File: config.mk
export PLATFORM = sky130hd
export DESIGN_NAME = dpca_top
export DESIGN_NICKNAME = d
export VERILOG_FILES = /design/src/rtl/dpca_pkg.sv /design/src/rtl/dpca_arrival.sv /design/src/rtl/dpca_fsm.sv /design/src/rtl/dpca_wr_gate.sv /design/src/rtl/dpca_top.sv
export SDC_FILE = /design/constraint.sdc
export NUM_CORES = 1
export LEC_CHECK = 0
export BUFFER_PORTS_ARGS = -buffer_cell sky130_fd_sc_hd__buf_4
export CORE_ASPECT_RATIO = 0.75
export CORE_UTILIZATION = 25
export DETAILED_ROUTE_END_ITERATION = 7
export HOLD_SLACK_MARGIN = 0.06
export PLACE_DENSITY = 0.53
export SYNTH_ARGS = -nofsm -noshare
export SYNTH_HDL_FRONTEND = slang
export SYNTH_HIERARCHICAL = 1
export SYNTH_SLANG_ARGS = --single-unit
File: constraint.sdc
create_clock -name clk -period 5.5 [get_ports clk]
set_input_delay 0.55 -clock clk [delete_from_list [all_inputs] [get_ports clk]]
set_output_delay 0.55 -clock clk [all_outputs]
set_load 0.02 [all_outputs]
File: src/rtl/dpca_pkg.sv
package dpca_pkg;

    typedef enum logic [1:0] {
        ARB_FREE       = 2'd0,
        ARB_LEFT_OWNS  = 2'd1,
        ARB_RIGHT_OWNS = 2'd2
    } arb_state_e;

    localparam int unsigned NUM_PORTS = 2;
    localparam int unsigned PORT_L    = 0;
    localparam int unsigned PORT_R    = 1;

endpackage

File: src/rtl/dpca_arrival.sv
// Detects a clash between the two ports and decides which side arrived later
// by comparing each port's request with the one registered on the last edge.
module dpca_arrival #(
    parameter int unsigned AW = 13
) (
    input  logic          clk,
    input  logic          rst_n,
    input  logic          l_en,
    input  logic [AW-1:0] l_addr,
    input  logic          r_en,
    input  logic [AW-1:0] r_addr,
    output logic          clash,
    output logic          left_later
);

    logic          l_en_q, r_en_q;
    logic [AW-1:0] l_addr_q, r_addr_q;
    logic          l_moved, r_moved;

    always_ff @(posedge clk or negedge rst_n) begin
        if (!rst_n) begin
            l_en_q   <= 1'b0;
            r_en_q   <= 1'b0;
            l_addr_q <= '0;
            r_addr_q <= '0;
        end else begin
            l_en_q   <= l_en;
            r_en_q   <= r_en;
            l_addr_q <= l_addr;
            r_addr_q <= r_addr;
        end
    end

    always_comb begin
        clash      = l_en && r_en && (l_addr == r_addr);
        l_moved    = (l_en != l_en_q) || (l_addr != l_addr_q);
        r_moved    = (r_en != r_en_q) || (r_addr != r_addr_q);
        // Only a lone move by the left port hands the word to the right port.
        left_later = l_moved && !r_moved;
    end

endmodule

File: src/rtl/dpca_fsm.sv
// Ownership state machine: the winner is registered and held while the clash lasts.
module dpca_fsm
    import dpca_pkg::*;
(
    input  logic clk,
    input  logic rst_n,
    input  logic master_mode,
    input  logic clash,
    input  logic left_later,
    output logic l_busy_arb,
    output logic r_busy_arb
);

    arb_state_e state_q, state_d;

    always_ff @(posedge clk or negedge rst_n) begin
        if (!rst_n) begin
            state_q <= ARB_FREE;
        end else begin
            state_q <= state_d;
        end
    end

    always_comb begin
        state_d = state_q;
        unique case (state_q)
            ARB_FREE: begin
                if (master_mode && clash) begin
                    state_d = left_later ? ARB_RIGHT_OWNS : ARB_LEFT_OWNS;
                end
            end
            ARB_LEFT_OWNS, ARB_RIGHT_OWNS: begin
                if (!master_mode || !clash) begin
                    state_d = ARB_FREE;
                end
            end
            default: state_d = ARB_FREE;
        endcase
    end

    // Outputs follow the decision of this cycle so a clash gates at once.
    always_comb begin
        l_busy_arb = (state_d == ARB_RIGHT_OWNS);
        r_busy_arb = (state_d == ARB_LEFT_OWNS);
    end

endmodule

File: src/rtl/dpca_wr_gate.sv
// Per-port write permission: the busy source depends on the mode.
module dpca_wr_gate (
    input  logic master_mode,
    input  logic en,
    input  logic wr,
    input  logic arb_busy,
    input  logic ext_busy_n,
    output logic wr_go
);

    logic blocked;

    always_comb begin
        blocked = master_mode ? arb_busy : !ext_busy_n;
        wr_go   = en && wr && !blocked;
    end

endmodule

File: src/rtl/dpca_top.sv
module dpca_top
    import dpca_pkg::*;
#(
    parameter int unsigned AW = 13
) (
    input  logic          clk,
    input  logic          rst_n,
    input  logic          master_mode,
    input  logic          l_en,
    input  logic [AW-1:0] l_addr,
    input  logic          l_wr,
    input  logic          r_en,
    input  logic [AW-1:0] r_addr,
    input  logic          r_wr,
    input  logic          l_busy_in_n,
    input  logic          r_busy_in_n,
    output logic          l_busy_n,
    output logic          r_busy_n,
    output logic          l_wr_go,
    output logic          r_wr_go
);

    logic clash, left_later;
    logic l_busy_arb, r_busy_arb;
    logic [NUM_PORTS-1:0] en_v, wr_v, arb_busy_v, ext_busy_n_v, wr_go_v;

    dpca_arrival #(.AW(AW)) u_arrival (
        .clk        (clk),
        .rst_n      (rst_n),
        .l_en       (l_en),
        .l_addr     (l_addr),
        .r_en       (r_en),
        .r_addr     (r_addr),
        .clash      (clash),
        .left_later (left_later)
    );

    dpca_fsm u_fsm (
        .clk         (clk),
        .rst_n       (rst_n),
        .master_mode (master_mode),
        .clash       (clash),
        .left_later  (left_later),
        .l_busy_arb  (l_busy_arb),
        .r_busy_arb  (r_busy_arb)
    );

    always_comb begin
        en_v[PORT_L]         = l_en;
        en_v[PORT_R]         = r_en;
        wr_v[PORT_L]         = l_wr;
        wr_v[PORT_R]         = r_wr;
        arb_busy_v[PORT_L]   = l_busy_arb;
        arb_busy_v[PORT_R]   = r_busy_arb;
        ext_busy_n_v[PORT_L] = l_busy_in_n;
        ext_busy_n_v[PORT_R] = r_busy_in_n;
    end

    for (genvar p = 0; p < NUM_PORTS; p++) begin : g_port
        dpca_wr_gate u_gate (
            .master_mode (master_mode),
            .en          (en_v[p]),
            .wr          (wr_v[p]),
            .arb_busy    (arb_busy_v[p]),
            .ext_busy_n  (ext_busy_n_v[p]),
            .wr_go       (wr_go_v[p])
        );
    end

    always_comb begin
        l_busy_n = !(master_mode && l_busy_arb);
        r_busy_n = !(master_mode && r_busy_arb);
        l_wr_go  = wr_go_v[PORT_L];
        r_wr_go  = wr_go_v[PORT_R];
    end

endmodule

* After elaboration in Yosys (flattened, before gate mapping)
Cells that the tools add are included.
Word-level totals: latch bits 0, bits in registers 30, input port bits 35, ROM bits 0, memory bits (writable) 0, word-level logic and storage cells 44, memories kept 0
Operators by class: shifts and indexed selects 0, $lt $le $gt $ge 0, bitwise gates (word level) 0, multiplexer cells 6, reduce and logical (&&, ||, !) cells 24, add/sub/neg operators 0, $mul 0, div/mod/pow operators 0, equality and inequality tests 9
Operator list (number):
- != test 13 bit | 2
- == test 13 bit | 1
- logical AND 1 bit | 10
- logical NOT 1 bit | 9
- 2-to-1 mux 2 bit | 3
- == test 2 x 1 -> 1 bit (second input constant) | 2
- == test 2 bit (second input constant) | 2
- one-hot mux 2 bit (2 select lines) | 1
- logical OR 1 bit | 3
- logical NOT 2 bit | 1
- 2-to-1 mux 1 bit | 2
- != test 1 bit | 2
- OR reduction 2 bit | 1

* Depth between registers and ports, before layout
depth after elaboration 11, gate-level depth with buffers 9

* Cells and area by module
Netlist, hierarchy kept.
Modules (own cells, without submodules):
- dpca_arrival | cells each 84, seq. area each 700.7 µm², times used 1, area each 1167.4 µm²
- dpca_fsm | cells each 18, seq. area each 50.0 µm², times used 1, area each 158.9 µm²
- dpca_wr_gate | cells each 4, seq. area each 0.0 µm², times used 2, area each 32.5 µm²
- dpca_top | cells each 2, seq. area each 0.0 µm², times used 1, area each 7.5 µm²

* Worst setup path before layout
No wires, ideal clock.
path type in2out, start input port l_en, end output port l_wr_go, arrival time 1.987 ns, path buffers 0, stages 8, path slack 2.963 ns, cell sequence xor2_1 -> nor4_1 -> a31oi_1 -> nand2b_1 -> a21o_1 -> and4b_1 -> nand2b_1 -> a21oi_2
Between the ends: word-level cells in the longest chain between the ends 10, elaborated cells between the ends (all ways) 17
Ends and longest elaborated chain:
- start, declared | RTL line dpca_top.sv:9 | input logic l_en,
- != test 1 bit | RTL line dpca_arrival.sv:36 | l_moved = (l_en != l_en_q) || (l_addr != l_addr_q);
- logical OR 1 bit | RTL line dpca_arrival.sv:36
- logical AND 1 bit | RTL line dpca_arrival.sv:39 | left_later = l_moved && !r_moved;
- via left_later | RTL line dpca_top.sv:23 | logic clash, left_later;
- 2-to-1 mux 2 bit | RTL line dpca_fsm.sv:29 | state_d = left_later ? ARB_RIGHT_OWNS : ARB_LEFT_OWNS;
- 2-to-1 mux 2 bit | RTL line dpca_fsm.sv:28 | if (master_mode && clash) begin
- one-hot mux 2 bit (2 select lines) | RTL line dpca_fsm.sv:26 | unique case (state_q)
- == test 2 bit | RTL line dpca_fsm.sv:43 | l_busy_arb = (state_d == ARB_RIGHT_OWNS);
- via l_busy_arb | RTL line dpca_top.sv:24 | logic l_busy_arb, r_busy_arb;
- 2-to-1 mux 1 bit | RTL line dpca_wr_gate.sv:14 | blocked = master_mode ? arb_busy : !ext_busy_n;
- logical NOT 1 bit | RTL line dpca_wr_gate.sv:15 | wr_go = en && wr && !blocked;
- logical AND 1 bit | RTL line dpca_wr_gate.sv:15
- end, declared | RTL line dpca_top.sv:19 | output logic l_wr_go,
The timed path passes the listed nets, and every way through them passes these cells.

* Worst setup path in the final report
Same ends and word-level chain as after synthesis.

==> impl_metrics.ini <==
[status]
status = complete, no violations

[floorplan]
core_um2 = 5350
rows = 23
io_pins = 39
design.die.area_um2 = 5900
initial_core_util_pct = 26.1
fp.dieW_um = 88.4
chipHeight_um = 66.8

[yosys]
synth_fp_nets = 149
synth.area.top_cells = dfrtp_1, xor2_1, xnor2_1
netlist_area_um2 = 1400
synth.distinct_cells = 23
postSynthCellCount = 112
ys_seq_area_share_pct = 53.7
synth_largest_area_cell = dfrtp_1
syn_area_per_cell_um2 = 12.5
yosys_warnings = 6
netlist.area_leader.share_pct = 53.7
ys_seq_elements = 30

[sta]
fin_skew_ps = 6.18
rsz0062_at_grt = no
timing.setup.tns_ps = 0
hold_violations = 0
max-slew-margin-rel_pct = 70.5
setup_viol = 0
post-route-period-util_pct = 55.2
report.final.slew_viol_count = 0
max_slew.worst_pin.slew_ps = 439
fin_crit_ps = 3040
fmax_mhz = 329

[worst_setup_path]
cp.arrival_ps = 2490
r2r_end = u_fsm/state_q[1]
cp_max_fo = 4
reg2reg_from = u_arrival/r_addr_q[4]
cpLargestDelayFamily = simple AND/OR/NAND/NOR gates
cp-endpoint = l_wr_go
path_depth = 10
rrSetupSlack_ps = 3730
cp-start-kind = primary input
critPathRequiredTime_ps = 4950
cp-end-kind = output port
r2r_cells = 7
crit_path_max_incr_delay_ps = 440
critPathBufInv = 2
worstSetupPathType = primary input to output port
startpoint = l_en
cp_cell_sequence = buf_4 > xor2_1 > nor4_1 > a31oi_1 > nand2b_1 > a21o_1 > and4b_1 > nand2b_1 > a21oi_2 > buf_4
crit_slowest_cell = nor4_1

[placed_design]
post-place-cells = 225
hpwl_um = 2360
gp_congestion = 0.713
portBuffers = 38
dpl_cell_area_um2 = 1780

[final_layout]
utilization_pct = 34.9
layout.nets = 194
diodes = 0
areaGrowthSynthToFinish_pct = 33.6
postLayoutCellArea_um2 = 1870
fin_cells = 233
final_layout_size_suffix_gt1_share_pct = 32.9

[pwr]
p_per_area_nw_per_um2 = 260
leakagePower_nw = 0.820
ir_drop_mv = 0.101

[cts]
cts_resized = 0
htreeDepth = 2
cts_buffers = 5
path_clk_slew_ps = 60
hold_buffers = 0
cts_setup_buffers = 0
clk_latency_ps = 270
ctsRootBufferMaster = clkbuf_8
tritoncts = built
cts_buffer_depth = 2
clock_sinks = 30

[worst_hold_path]
min-delay-path-class = primary input to async pin

[drt]
wl_per_cell_um = 12.9
detail-route-antenna-nets = 0
drtPass1Iterations = 4
wirelength_um = 3000
dr.first_iter.drc_count = 22
vias_per_cell = 4.12
dr_total_vias = 961
drc = 0

[grt]
grt_pass1_vias = 953
grt_pass1_wl_um = 4550
grt_overflow_total = 0
grtUsageTotal_pct = 10.6
grt_max_degree = 31
grt_antenna_before_repair = 0

[flow_run]
maxCapViolCount = 0
## layer usage
metal  GRT usage [%]  wire length (µm)  vias to the layer above
li1                -                 -                      465
met3            2.97               179                        2
met5               0                 0                        -
met1            14.5              1390                      466
met2            16.2              1410                       28
met4            3.02                28                        0
## where the power goes
group / total [mW] / switching, mW / internal (mW)
registers: 0.236 / 0.00468 / 0.231
logic: 0.0700 / 0.0340 / 0.0360
clock network: 0.180 / 0.0790 / 0.101
total: 0.486 / 0.118 / 0.368
## cell families (layout without fill, tap and decap cells)
group / Yosys count / count (layout) / share of synthesized area [%]
compound gates: 7 / 7 / 3.67
xor+xnor: 41 / 41 / 25.7
fa+ha+maj: 2 / 2 / 1.79
buf+inv: 2 / 48 / 0.537
flops: 30 / 30 / 53.7
mux: 1 / 1 / 0.716
simple gates: 29 / 29 / 14.0
## area by class of cell
class	count	area, µm²
Sequential cell	30	751
Multi-Input combinational cell	80	641
Clock buffer	7	86.3
Tap cell	75	93.8
Clock inverter	1	5.00
Fill cell	557	3480
Timing Repair Buffer	38	285
Inverter	2	7.51
## cells in the final DEF, fill, tap and decap left out
| cell | Yosys | final |
|---|---|---|
| clkbuf_8 | 0 | 6 |
| nor2b_1 | 1 | 1 |
| nor3_1 | 1 | 1 |
| and4b_1 | 1 | 1 |
| a211oi_1 | 1 | 1 |
| nand4_1 | 5 | 5 |
| xnor2_1 | 17 | 17 |
| a31oi_1 | 1 | 1 |
| nand3_1 | 2 | 2 |
| buf_4 | 0 | 38 |
| nand2_1 | 7 | 7 |
| dfrtp_1 | 30 | 30 |
| a21oi_2 | 2 | 2 |
| nor4_2 | 3 | 3 |
| nand2b_1 | 3 | 3 |
| ha_1 | 2 | 2 |
| mux2i_1 | 1 | 1 |
| inv_1 | 2 | 2 |
| a21o_1 | 1 | 1 |
| nand2b_4 | 2 | 2 |
| a22oi_1 | 1 | 1 |
| xor2_1 | 24 | 24 |
| clkbuf_1 | 0 | 1 |
| nor2_1 | 1 | 1 |
| clkinv_2 | 0 | 1 |
| nor4_1 | 3 | 3 |
| a21oi_1 | 1 | 1 |
## how the worst min path moves through the flow
stage / to / slack, ps / cells past startpoint
2_1_floorplan: u_arrival/l_addr_q[0] / 250 / 0
3_3_place_gp: u_arrival/l_addr_q[12] / 490 / 1
3_5_place_dp: u_arrival/l_addr_q[12] / 500 / 1
4_1_cts: u_arrival/l_addr_q[12] / 210 / 1
5_1_grt: u_arrival/l_addr_q[12] / 230 / 1
6_report: u_arrival/l_addr_q[12] / 200 / 1
## cells in the mapped netlist, drive strengths merged
| master | instances |
|---|---|
| xor2 | 24 |
| nor2b | 1 |
| a31oi | 1 |
| a22oi | 1 |
| a21oi | 3 |
| nand3 | 2 |
| mux2i | 1 |
| a21o | 1 |
| a211oi | 1 |
| inv | 2 |
| nand2 | 7 |
| xnor2 | 17 |
| nand4 | 5 |
| nor3 | 1 |
| nor2 | 1 |
| dfrtp | 30 |
| nand2b | 5 |
| and4b | 1 |
| ha | 2 |
| nor4 | 6 |
## sequential cells by signal, summed over array words and instances, names as in the netlist
name,count
u_arrival/l_addr_q,13
u_arrival/r_addr_q,13
u_fsm/state_q,2
u_arrival/l_en_q,1
u_arrival/r_en_q,1
## stage by stage
stage	worst slack, ps	total power, mW	hold slack (ps)
floorplan	2960	0.269	254
global placement	2440	0.310	494
detailed placement	2440	0.311	504
CTS	2430	0.492	210
global route	2340	0.510	227
finish	2460	0.486	201
No activity file was read; power rests on OpenSTA's default activity.
